### src/rtl/reqbuild_pkg.sv
package reqbuild_pkg;
  typedef enum logic [1:0] {
    KIND_MRD  = 2'd0,
    KIND_MWR  = 2'd1,
    KIND_IORD = 2'd2,
    KIND_IOWR = 2'd3
  } req_kind_e;

  typedef struct packed {
    logic [2:0]  fmt;
    logic [4:0]  typ;
    logic [9:0]  len_dw;
    logic [3:0]  first_be;
    logic [3:0]  last_be;
    logic [29:0] dw_addr;
    logic        has_data;
  } req_hdr_t;

  localparam int unsigned HDR_DW = 3;
endpackage

### src/rtl/reqbuild_calc.sv
module reqbuild_calc
  import reqbuild_pkg::*;
#(
  parameter int unsigned MAX_DW = 4,
  parameter int unsigned LEN_W  = 5
) (
  input  logic [31:0]      addr_i,
  input  logic [LEN_W-1:0] byte_len_i,
  input  logic [1:0]       kind_i,
  output req_hdr_t         hdr_o,
  output logic             reject_o
);
  localparam int unsigned SPAN_W = LEN_W + 2;

  logic [SPAN_W-1:0] span, len_dw;
  logic              single;
  logic [1:0]        end_lane;

  always_comb begin
    span     = SPAN_W'(addr_i[1:0]) + SPAN_W'(byte_len_i);
    len_dw   = (span + SPAN_W'(3)) >> 2;
    single   = (len_dw == SPAN_W'(1));
    end_lane = span[1:0];
    hdr_o.fmt      = kind_i[0] ? 3'b010 : 3'b000;
    hdr_o.typ      = kind_i[1] ? 5'b00010 : 5'b00000;
    hdr_o.len_dw   = 10'(len_dw);
    hdr_o.dw_addr  = addr_i[31:2];
    hdr_o.has_data = kind_i[0];
    for (int b = 0; b < 4; b++) begin
      hdr_o.first_be[b] = (2'(b) >= addr_i[1:0]) && (!single || (SPAN_W'(b) < span));
      hdr_o.last_be[b]  = !single && ((end_lane == 2'd0) || (2'(b) < end_lane));
    end
    // zero length, oversize, or multi-doubleword IO
    reject_o = (byte_len_i == '0) || (len_dw > SPAN_W'(MAX_DW)) || (kind_i[1] && !single);
  end
endmodule

### src/rtl/reqbuild_stream.sv
module reqbuild_stream
  import reqbuild_pkg::*;
#(
  parameter int unsigned MAX_DW = 4
) (
  input  logic                clk_i,
  input  logic                rst_ni,
  input  logic                load_i,
  input  req_hdr_t            hdr_i,
  input  logic [32*MAX_DW-1:0] wdata_i,
  input  logic                tx_ready_i,
  output logic                tx_valid_o,
  output logic [31:0]         tx_data_o,
  output logic                tx_last_o,
  output logic                busy_o
);
  localparam int unsigned BEAT_W = $clog2(MAX_DW + HDR_DW + 1);
  localparam int unsigned IDX_W  = (MAX_DW > 1) ? $clog2(MAX_DW) : 1;

  req_hdr_t          hdr_q;
  logic [31:0]       pay_q [MAX_DW];
  logic [BEAT_W-1:0] beat_q, total;
  logic              active_q;
  logic [31:0]       hdr_w [HDR_DW];

  assign hdr_w[0] = {hdr_q.fmt, hdr_q.typ, 14'b0, hdr_q.len_dw};
  assign hdr_w[1] = {24'b0, hdr_q.last_be, hdr_q.first_be};
  assign hdr_w[2] = {hdr_q.dw_addr, 2'b00};

  assign total = BEAT_W'(HDR_DW) + (hdr_q.has_data ? BEAT_W'(hdr_q.len_dw) : '0);

  always_comb begin
    if (beat_q < BEAT_W'(HDR_DW)) tx_data_o = hdr_w[beat_q[1:0]];
    else                          tx_data_o = pay_q[IDX_W'(beat_q - BEAT_W'(HDR_DW))];
  end

  assign tx_valid_o = active_q;
  assign busy_o     = active_q;
  assign tx_last_o  = active_q && (beat_q == total - BEAT_W'(1));

  always_ff @(posedge clk_i or negedge rst_ni) begin
    if (!rst_ni) begin
      active_q <= 1'b0;
      beat_q   <= '0;
      hdr_q    <= '0;
    end else if (load_i) begin
      active_q <= 1'b1;
      beat_q   <= '0;
      hdr_q    <= hdr_i;
    end else if (active_q && tx_ready_i) begin
      beat_q <= beat_q + BEAT_W'(1);
      if (tx_last_o) active_q <= 1'b0;
    end
  end

  for (genvar i = 0; i < MAX_DW; i++) begin : g_pay
    always_ff @(posedge clk_i or negedge rst_ni) begin
      if (!rst_ni)     pay_q[i] <= '0;
      else if (load_i) pay_q[i] <= wdata_i[32*i +: 32];
    end
  end
endmodule

### src/rtl/req_pkt_builder.sv
module req_pkt_builder
  import reqbuild_pkg::*;
#(
  parameter int unsigned MAX_DW = 4,
  parameter int unsigned LEN_W  = 5
) (
  input  logic                 clk_i,
  input  logic                 rst_ni,
  input  logic                 start_i,
  input  logic [31:0]          addr_i,
  input  logic [LEN_W-1:0]     byte_len_i,
  input  logic [1:0]           kind_i,
  input  logic [32*MAX_DW-1:0] wdata_i,
  input  logic                 tx_ready_i,
  output logic                 tx_valid_o,
  output logic [31:0]          tx_data_o,
  output logic                 tx_last_o,
  output logic                 busy_o,
  output logic                 err_o
);
  req_hdr_t hdr;
  logic     reject, accept;

  reqbuild_calc #(.MAX_DW(MAX_DW), .LEN_W(LEN_W)) u_calc (
    .addr_i     (addr_i),
    .byte_len_i (byte_len_i),
    .kind_i     (kind_i),
    .hdr_o      (hdr),
    .reject_o   (reject)
  );

  assign accept = start_i && !busy_o;

  reqbuild_stream #(.MAX_DW(MAX_DW)) u_stream (
    .clk_i      (clk_i),
    .rst_ni     (rst_ni),
    .load_i     (accept && !reject),
    .hdr_i      (hdr),
    .wdata_i    (wdata_i),
    .tx_ready_i (tx_ready_i),
    .tx_valid_o (tx_valid_o),
    .tx_data_o  (tx_data_o),
    .tx_last_o  (tx_last_o),
    .busy_o     (busy_o)
  );

  always_ff @(posedge clk_i or negedge rst_ni) begin
    if (!rst_ni) err_o <= 1'b0;
    else         err_o <= accept && reject;
  end
endmodule

### config.mk
export PLATFORM = sky130hd
export DESIGN_NAME = req_pkt_builder
export DESIGN_NICKNAME = d
export VERILOG_FILES = /design/src/rtl/reqbuild_pkg.sv /design/src/rtl/reqbuild_calc.sv /design/src/rtl/reqbuild_stream.sv /design/src/rtl/req_pkt_builder.sv
export SDC_FILE = /design/constraint.sdc
export NUM_CORES = 1
export LEC_CHECK = 0
export BUFFER_PORTS_ARGS = -buffer_cell sky130_fd_sc_hd__buf_2
export CORE_UTILIZATION = 40
export DETAILED_ROUTE_END_ITERATION = 10
export GPL_TIMING_DRIVEN = 0
export PLACE_DENSITY = 0.68
export SYNTH_ARGS = -nofsm -noshare
export SYNTH_HDL_FRONTEND = slang
export SYNTH_SLANG_ARGS = --single-unit
### constraint.sdc
create_clock -name clk_i -period 6.4 [get_ports clk_i]
set_clock_uncertainty 0.05 [all_clocks]
set_input_delay 0.96 -clock clk_i [delete_from_list [all_inputs] [get_ports clk_i]]
set_output_delay 0.96 -clock clk_i [all_outputs]
set_load 0.01 [all_outputs]
---- Word level (Yosys, flattened, before mapping) ----
Index checks and enable logic that the tools add are counted.
word-level totals
  input bits .............................. 171
  flip-flop bits (word level) ............. 185
  word-level logic and storage cells ...... 87
  output and inout port bits .............. 36
cells by class
  muxes and demuxes ....................... 15
  equality and inequality tests ........... 2
  bitwise gates (word level) .............. 2
  $add $sub $neg .......................... 6
  magnitude comparators ................... 16
  reduce and logical (&&, ||, !) cells .... 32
operator list
  cell                   number
  $mux W32               5
  $bmux W32 S2           2
  $logic_and A1 B1 Y1    14
  $lt A1 B7 Y1 const A   2
  $lt A2 B7 Y1 const A   2
  $logic_or A1 B1 Y1     10
  $mux W3                3
  $add A7 B2 Y7 const B  1
  $add A2 B5 Y6          1
  $ge A3 B3 Y1 const B   2
  $not A2 Y3             2
  $eq A5 B1 Y1 const B   1
  $gt A5 B3 Y1 const B   1
  $logic_not A5 Y1       1
  $ge A1 B2 Y1 const A   2
  $ge A2 B2 Y1 const A   2
  $lt A1 B2 Y1 const A   2
  $lt A2 B2 Y1 const A   2
  $mux W2                2
  $reduce_bool A2 Y1     2
  $add A2 B3 Y3 const A  1
  $add A3 B1 Y3 const B  1
  $eq A3 B3 Y1           1
  $logic_not A1 Y1       3
  6 further kinds        8

---- Logic depth before layout (Yosys ltp) ----
Gate-level depths: netlist of run 1.
  depth after elaboration ................. 10
  mapped depth ............................ 13
  gate-level depth less buffers ........... 10

---- Hierarchy ----
Synthesis of run 1 repeated with hierarchy kept, for this count alone.
unflattened totals
  cell total of the unflattened synthesis .. 767
  area total of the unflattened synthesis .. 9,829.4 µm²
modules (own cells, without submodules)
  module           area an instance (µm²)  seq. area each (µm²)  cells an instance  times used
  reqbuild_stream  8,868.5                 4,729.5               640                1
  reqbuild_calc    914.6                   0.0                   124                1
  req_pkt_builder  46.3                    25.0                  3                  1

---- Worst setup path before layout of run 1 ----
No wires, ideal clock.
  path kind ............................... in2reg
  from .................................... in addr_i[0]
  to ...................................... reg u_stream.hdr_q[10] (netlist name)
  setup slack ............................. 2,439 ps
  cell stages on the path ................. 11
  setup time .............................. 127 ps
  arrival ................................. 3,783 ps
  required time ........................... 6,223 ps
  path buffers ............................ 3
  cell sequence ........................... ha_1 inv_1 fa_1 ha_1 clkbuf_1 nor4_1 a21oi_2 a211oi_2 buf_4 buf_6 mux2_1
on the way
  word-level cells in the longest chain between the ends .. 8
  elaborated cells on any way between the ends .. 10
  those cells by class .................... add/sub (2); order compare (1); eq/ne (1); reduce/logical (6)
RTL lines
  item                                                                  RTL line               source
  start: declaration                                                    req_pkt_builder.sv:10  input logic [31:0] addr_i,
  $add A2 B5 Y6 *                                                       reqbuild_calc.sv:20    span = SPAN_W'(addr_i[1:0]) + SPAN_W'(byte_len_i);
  $add A7 B2 Y7 *                                                       reqbuild_calc.sv:21    len_dw = (span + SPAN_W'(3)) >> 2;
  parallel branches: the longest is 3 deep, another holds $gt A5 B3 Y1  -
  $logic_or A1 B1 Y1 *                                                  reqbuild_calc.sv:34    reject_o = (byte_len_i == '0) || (len_dw > SPAN_W'(MAX_DW)) || (kind_i[1] && !single);
  $logic_not A1 Y1 *                                                    req_pkt_builder.sv:37  .load_i (accept && !reject),
  $logic_and A1 B1 Y1 *                                                 req_pkt_builder.sv:37
  end signal: assignment                                                reqbuild_stream.sv:49  hdr_q <= hdr_i;
  end: declaration                                                      reqbuild_stream.sv:20  req_hdr_t hdr_q;
Every way passes the cells marked *.
A chain may end at the register's enable or synchronous reset.

---- Worst setup path after layout of run 1 ----
  from .................................... reg u_stream.beat_q[0]
  to ...................................... out tx_data_o[5]
on the way
  word-level cells in the longest chain between the ends .. 6
  elaborated cells on any way between the ends .. 11
  those cells by class .................... add/sub (1); order compare (1); mux (7); bitwise (2)
RTL lines
  item                                         RTL line               source
  start: declaration                           reqbuild_stream.sv:22  logic [BEAT_W-1:0] beat_q, total;
  start signal: assignment                     reqbuild_stream.sv:51  beat_q <= beat_q + BEAT_W'(1);
  $sub A2 B2 Y2                                reqbuild_stream.sv:34  else tx_data_o = pay_q[IDX_W'(beat_q - BEAT_W'(HDR_DW))];
  $not A2 Y3 (not written as such)             reqbuild_stream.sv:34
  $bmux W32 S2                                 reqbuild_stream.sv:34
  $mux W32 (not written as such) (2 in a row)  reqbuild_stream.sv:34
  $mux W32 *                                   reqbuild_stream.sv:33  if (beat_q < BEAT_W'(HDR_DW)) tx_data_o = hdr_w[beat_q[1:0]];
  end: declaration                             req_pkt_builder.sv:16  output logic [31:0] tx_data_o,
Mark *: on every way between the ends. The rest lies on a longest branch, timed or not. The select of a mux whose other input is x is not followed.

==> impl_metrics.py, run 1 <==
metrics = {
    "clock_network": {
        "clockRootBuffer": "clkbuf_16",
        "postCtsSetupRepairBufs": 0,
        "cts_repair_resize_count": 0,
        "insertion_delay_ns": 0.44,
        "cts_tree": "built",
        "clock-sinks": 178,
        "clk_pin_slew_worst_paths_ns": 0.08,
        "cts_max_level": 4,
        "cts_buffer_depth": 2,
        "hold_buffers": 0,
        "cts_buffers": 17,
    },
    "placed_design": {
        "gp_congestion": 0.824,
        "hpwl_um": 15700,
        "postPlaceCellArea_um2": 9800,
        "pre_cts_ws_ns": 1.71,
        "port-buffer-count": 205,
    },
    "timing": {
        "finalSetupTns_ns": 0,
        "rsz0062_at_grt": "no",
        "setup_viol": 0,
        "fin_ws_ns": 1.77,
        "tightest_slew_ns": 1.03,
        "slew_viol_final": 0,
        "relSlewSlack_pct": 31.2,
        "fmax_mhz": 216,
        "min_period_over_period_pct": 72.3,
        "timing.final.hold_violations": 0,
        "fin_crit_ns": 4.63,
    },
    "finish": {
        "area_growth_syn_to_layout_pct": 24.1,
        "final_area_um2": 10400,
        "seq_area_um2": 4450,
        "drive_gt1_share_pct": 40.2,
        "multi_input_area_um2": 3620,
        "nNetsFinal": 975,
        "fin_util_pct": 51.0,
        "fillerInstances": 1842,
    },
    "critical_path": {
        "start_kind": "register",
        "r2r-start": "u_stream.beat_q[0]",
        "end_kind": "output port",
        "reg2reg_to": "u_stream.beat_q[1]",
        "r2r.worst_path.cells": 6,
        "criticalPathCategory": "reg2out",
        "cp_top_family": "buffers and inverters",
        "crit_arrival_ns": 3.62,
        "crit_fanout": 10,
        "cp.required_ns": 5.39,
        "cpMostUsedCell": "clkbuf_1",
        "path_cells": "ha_1 > clkbuf_1 > clkbuf_1 > buf_1 > mux4_2 > nand2_1 > o21ai_0 > buf_2",
        "r2r_setup_slack_ns": 3.62,
        "slowest_delay_ns": 0.70,
        "crit_buf_inv": 4,
        "cp_slowest_cell": "clkbuf_1",
    },
    "worst_hold_path": {
        "hold_class": "in2async",
    },
    "power": {
        "finalPower_mw": 5.18,
        "powerDensity_nw_per_um2": 497,
        "p_leak_nw": 4.76,
        "ir_worst_vdd_uv": 246,
    },
    "logic_synthesis": {
        "synthesis.area_um2": 8400,
        "yosys.area.top_type": "dfrtp_1",
        "yosysSeqAreaShare_pct": 53.0,
        "synthSimpleGateAreaFrac_pct": 3.16,
        "syn_area_per_cell_um2": 14.7,
        "synth.top_cell.area_share_pct": 53.0,
        "synth_top_family_by_area": "multiplexers",
        "synth.area.mux_share_pct": 32.0,
        "synth_compound_area_share_pct": 5.78,
        "synth.area.top_cells": "dfrtp_1 53%, mux2_1 18%, mux4_2 8.6%, mux2_2 4.0%, a22o_1 2.3%",
        "ys_warn_count": 0,
        "synth_xor_area_share_pct": 1.04,
        "netlist_instances": 572,
        "synthAdderAreaFrac_pct": 1.13,
        "synth-main-ff-cell": "dfrtp_1",
        "ys_async_sr_fraction_pct": 100,
        "synth_fp_nets": 750,
        "synth_edf_count": 0,
        "netlist-cell-type-count": 45,
        "synth_seq_cells": 178,
    },
    "floorplan": {
        "core-area_um2": 20400,
        "rows": 52,
        "num_io_pins": 207,
        "dieArea_um2": 21600,
        "die_h_um": 147,
        "start_util_pct": 41.1,
        "die_w_um": 147,
    },
    "drt": {
        "via_count": 5618,
        "routedWlPerCell_um": 20.3,
        "post_drt_via_cell_ratio": 5.19,
        "drt_iter0_drc": 239,
        "routed_wl_um": 22000,
        "drc": 0,
        "drtPass1Iterations": 6,
        "ant_nets": 0,
    },
    "grt": {
        "grt_usage_pct": 21.2,
        "grt_max_degree": 98,
        "gr-total-overflow": 0,
        "grt_pass1_wl_um": 34000,
        "grt_pass1_vias": 5964,
        "antenna_found_initial": 7,
    },
    "status": {
        "status": "complete, no violations",
    },
    "job": {
        "maxCapViolCount": 0,
    },
}
registers in the layout, summed over array words and instances, names as in the netlist:
name	cells
err_o	1
u_stream.beat_q	3
u_stream.busy_o	1
u_stream.hdr_q	45
u_stream.pay_q	128
cell usage after synthesis, types with 6 or more instances:
cell type	n
o21ai_0	6
ha_1	6
nor2_1	9
dfrtp_1	178
buf_6	14
mux2_1	137
mux2i_1	9
a21oi_1	8
xor2_1	6
mux2_2	30
nor2b_1	9
a22o_1	22
inv_1	12
nand3_1	6
nand2_1	14
clkbuf_1	15
mux4_2	32
cell families (layout without fill, tap and decap cells):
family | count (synthesis) | count (layout)
buf+inv | 53 | 291
flops | 178 | 178
fa+ha+maj | 7 | 7
simple gates | 53 | 53
xor+xnor | 10 | 10
other cells | 0 | 3
mux | 208 | 208
compound gates | 63 | 63
layer usage:
layer	global-route usage (%)	vias up	wire length, um
met5	0	-	41
met4	6.65	6	397
met3	6.55	32	1530
met2	34.3	171	10500
met1	27.3	2847	9510
li1	-	2562	-
layout by cell type (no fill, tap or decap), drive strengths merged, types with 9 or more instances in the layout:
cell	n
buf	232
dfrtp	178
mux2	167
mux4	32
clkbuf	32
a22o	22
inv	18
nand2	14
mux2i	9
nor2	9
nor2b	9
a21oi	9
how the worst max path moves through the flow:
stage / startpoint / to / slack (ns) / cells after the start
after floorplan: addr_i[0] / u_stream.hdr_q[10] / 2.44 / 11
after global placement: rst_ni / u_stream.hdr_q[26] / 1.34 / 1
after detailed placement: addr_i[0] / u_stream.pay_q[73] / 1.71 / 12
after CTS: u_stream.beat_q[0] / tx_data_o[20] / 1.56 / 7
after global routing: u_stream.beat_q[0] / tx_data_o[20] / 1.42 / 7
final: u_stream.beat_q[0] / tx_data_o[5] / 1.77 / 8
stage by stage:
| step | instances | hold slack, ns |
|---|---|---|
| after floorplan | 572 | 0.399 |
| after global placement | 1047 | 0.411 |
| after detailed placement | 1048 | 0.419 |
| after CTS | 1080 | 0.436 |
| after global routing | 1081 | 0.448 |
| final | 1083 | 0.435 |
report_power, final:
part	leakage [nW]	internal (mW)	switching [mW]	total (mW)
registers	2.13	1.68	0.296	1.98
logic	2.34	1.11	1.01	2.12
clock network	0.291	0.562	0.521	1.08
area by class of cell:
class	instances	area share, %
sequential	178	42.7
multi-input combinational	341	34.8
timing repair buffer	206	10.2
clock buffer	17	4.08
tap	270	3.24
buffer	41	2.65
clock inverter	15	1.80
inverter	12	0.432
antenna	3	0.0720
Note: power is estimated with default switching activity, not from simulation.
==> run 2: changes to the inputs <==
Clock period 6.4 ns to 4.6 ns, I/O delays scaled along.
==> run 2 against run 1 <==
Sequential share of layout area about the same; cell count unchanged; register-to-register slack worse by 1.8 ns; critical endpoint unchanged; highest routed layer unchanged.
==> impl_metrics.py, run 2 (synthesis gave the netlist of run 1 again) <==
metrics = {
    "status": {
        "status": "complete, no violations",
    },
    "clock_network": {
        "clock-sinks": 178,
        "cts_tree": "built",
        "clockRootBuffer": "clkbuf_16",
        "cts_buffer_depth": 2,
        "clk_pin_slew_worst_paths_ns": 0.08,
        "insertion_delay_ns": 0.44,
        "cts_repair_resize_count": 0,
        "cts_buffers": 17,
        "hold_buffers": 0,
        "postCtsSetupRepairBufs": 0,
        "cts_max_level": 4,
    },
    "worst_hold_path": {
        "hold_class": "in2async",
    },
    "critical_path": {
        "cpMostUsedCell": "clkbuf_1",
        "criticalPathCategory": "reg2out",
        "path_cells": "ha_1 > clkbuf_1 > clkbuf_1 > buf_1 > mux4_2 > nand2_1 > o21ai_0 > buf_2",
        "end_kind": "output port",
        "crit_fanout": 10,
        "start_kind": "register",
        "slowest_delay_ns": 0.70,
        "crit_arrival_ns": 3.59,
        "critPathLaunch": "u_stream.beat_q[1]",
        "cp.required_ns": 3.86,
        "cp_slowest_cell": "clkbuf_1",
        "r2r-start": "u_stream.beat_q[1]",
    },
    "timing": {
        "fin_ws_ns": 0.267,
        "rsz0062_at_grt": "no",
        "min_period_over_period_pct": 94.2,
        "slew_viol_final": 0,
        "fin_crit_ns": 4.33,
        "timing.final.hold_violations": 0,
        "fmax_mhz": 231,
        "tightest_slew_ns": 0.913,
        "relSlewSlack_pct": 38.5,
        "setup_viol": 0,
        "holdWs_ns": 0.169,
    },
    "finish": {
        "drive_gt1_share_pct": 40.5,
        "largest_registers": "u_stream.pay_q x128, u_stream.hdr_q x45, u_stream.beat_q x3",
        "area_growth_syn_to_layout_pct": 24.1,
        "mostFrequentLayoutCells": "209 x buf_2, 178 x dfrtp_1, 137 x mux2_1",
        "largest_reg_flops": 128,
        "fillerInstances": 1843,
        "nNetsFinal": 975,
        "layout_commonest_cell": "buf_2",
        "top_register": "u_stream.pay_q",
    },
    "floorplan": {
        "dieArea_um2": 21600,
        "die_h_um": 147,
        "die_w_um": 147,
        "rows": 52,
        "start_util_pct": 41.1,
        "core-area_um2": 20400,
        "num_io_pins": 207,
    },
    "placed_design": {
        "hpwl_um": 15700,
        "pre_cts_ws_ns": 0.185,
        "gp_congestion": 0.824,
        "port-buffer-count": 205,
    },
    "grt": {
        "grt_usage_pct": 21.2,
        "antenna_found_initial": 7,
        "gr-total-overflow": 0,
        "grt_pass1_vias": 5964,
        "grt_max_degree": 98,
        "grt_pass1_wl_um": 34000,
    },
    "job": {
        "maxCapViolCount": 0,
    },
    "drt": {
        "drt_iter0_drc": 242,
        "routedWlPerCell_um": 20.3,
        "drtPass1Iterations": 5,
        "routed_wl_um": 22000,
        "ant_nets": 0,
        "via_count": 5619,
        "post_drt_via_cell_ratio": 5.19,
        "drc": 0,
    },
    "power": {
        "ir_worst_vdd_uv": 342,
        "p_leak_nw": 4.76,
        "powerDensity_nw_per_um2": 692,
    },
}
==> run 2: cell type report <==
cell class / count / area (um2) / share of cell area (%)
Inverter: 12 / 45.0 / 0.432
Tap cell: 270 / 338 / 3.24
Clock inverter: 15 / 188 / 1.80
Sequential cell: 178 / 4450 / 42.7
Multi-Input combinational cell: 341 / 3630 / 34.8
Timing Repair Buffer: 206 / 1060 / 10.2
Clock buffer: 17 / 425 / 4.08
Antenna cell: 3 / 7.51 / 0.0720
Buffer: 41 / 278 / 2.66
==> run 2: power breakdown <==
part	switching, mW	leakage (nW)	internal [mW]	total (mW)
Combinational	1.40	2.35	1.55	2.96
Sequential	0.411	2.13	2.34	2.75
Clock	0.724	0.291	0.782	1.51
==> run 2: worst max-delay path: cells and delay by family, from the launching register on <==
kind | cells | cell delay (ns)
fa+ha+maj | 1 | 0.27
compound gates | 1 | 0.12
buf+inv | 4 | 1.85
flops | 1 | 0.38
simple gates | 1 | 0.09
mux | 1 | 0.45
==> run 2: per-layer routing <==
layer / GRT usage (%) / vias to the layer above / routed length, um
met1: 27.3 / 2842 / 9460
met5: 0 / - / 41
li1: - / 2562 / -
met3: 6.55 / 32 / 1570
met2: 34.3 / 177 / 10500
met4: 6.65 / 6 / 398
==> run 2: metrics by stage <==
stage               cell area [um2]  instances  utilization, %  power, mW  TNS [ns]
floorplan                      8400        572               -       4.72         0
global placement               9760       1047            47.8       5.66    -30.91
detailed placement             9800       1048            48.0       5.75         0
CTS                           10400       1080            51.0       7.29         0
global route                  10400       1081            51.0       7.65         0
finish                        10400       1083            51.0       7.21         0
==> run 2: path summary, 6_finish.rpt <==
kind,end,cells after the start,slack [ns]
setup / recovery,tx_data_o[5],8,0.27
hold / removal,u_stream.pay_q[12],1,0.17
setup reg to reg,u_stream.beat_q[1],6,1.84
hold reg to reg,u_stream.pay_q[61],1,0.44
max in group asynchronous,u_stream.hdr_q[36],2,3.39
min in group clk_i,u_stream.pay_q[50],2,0.41
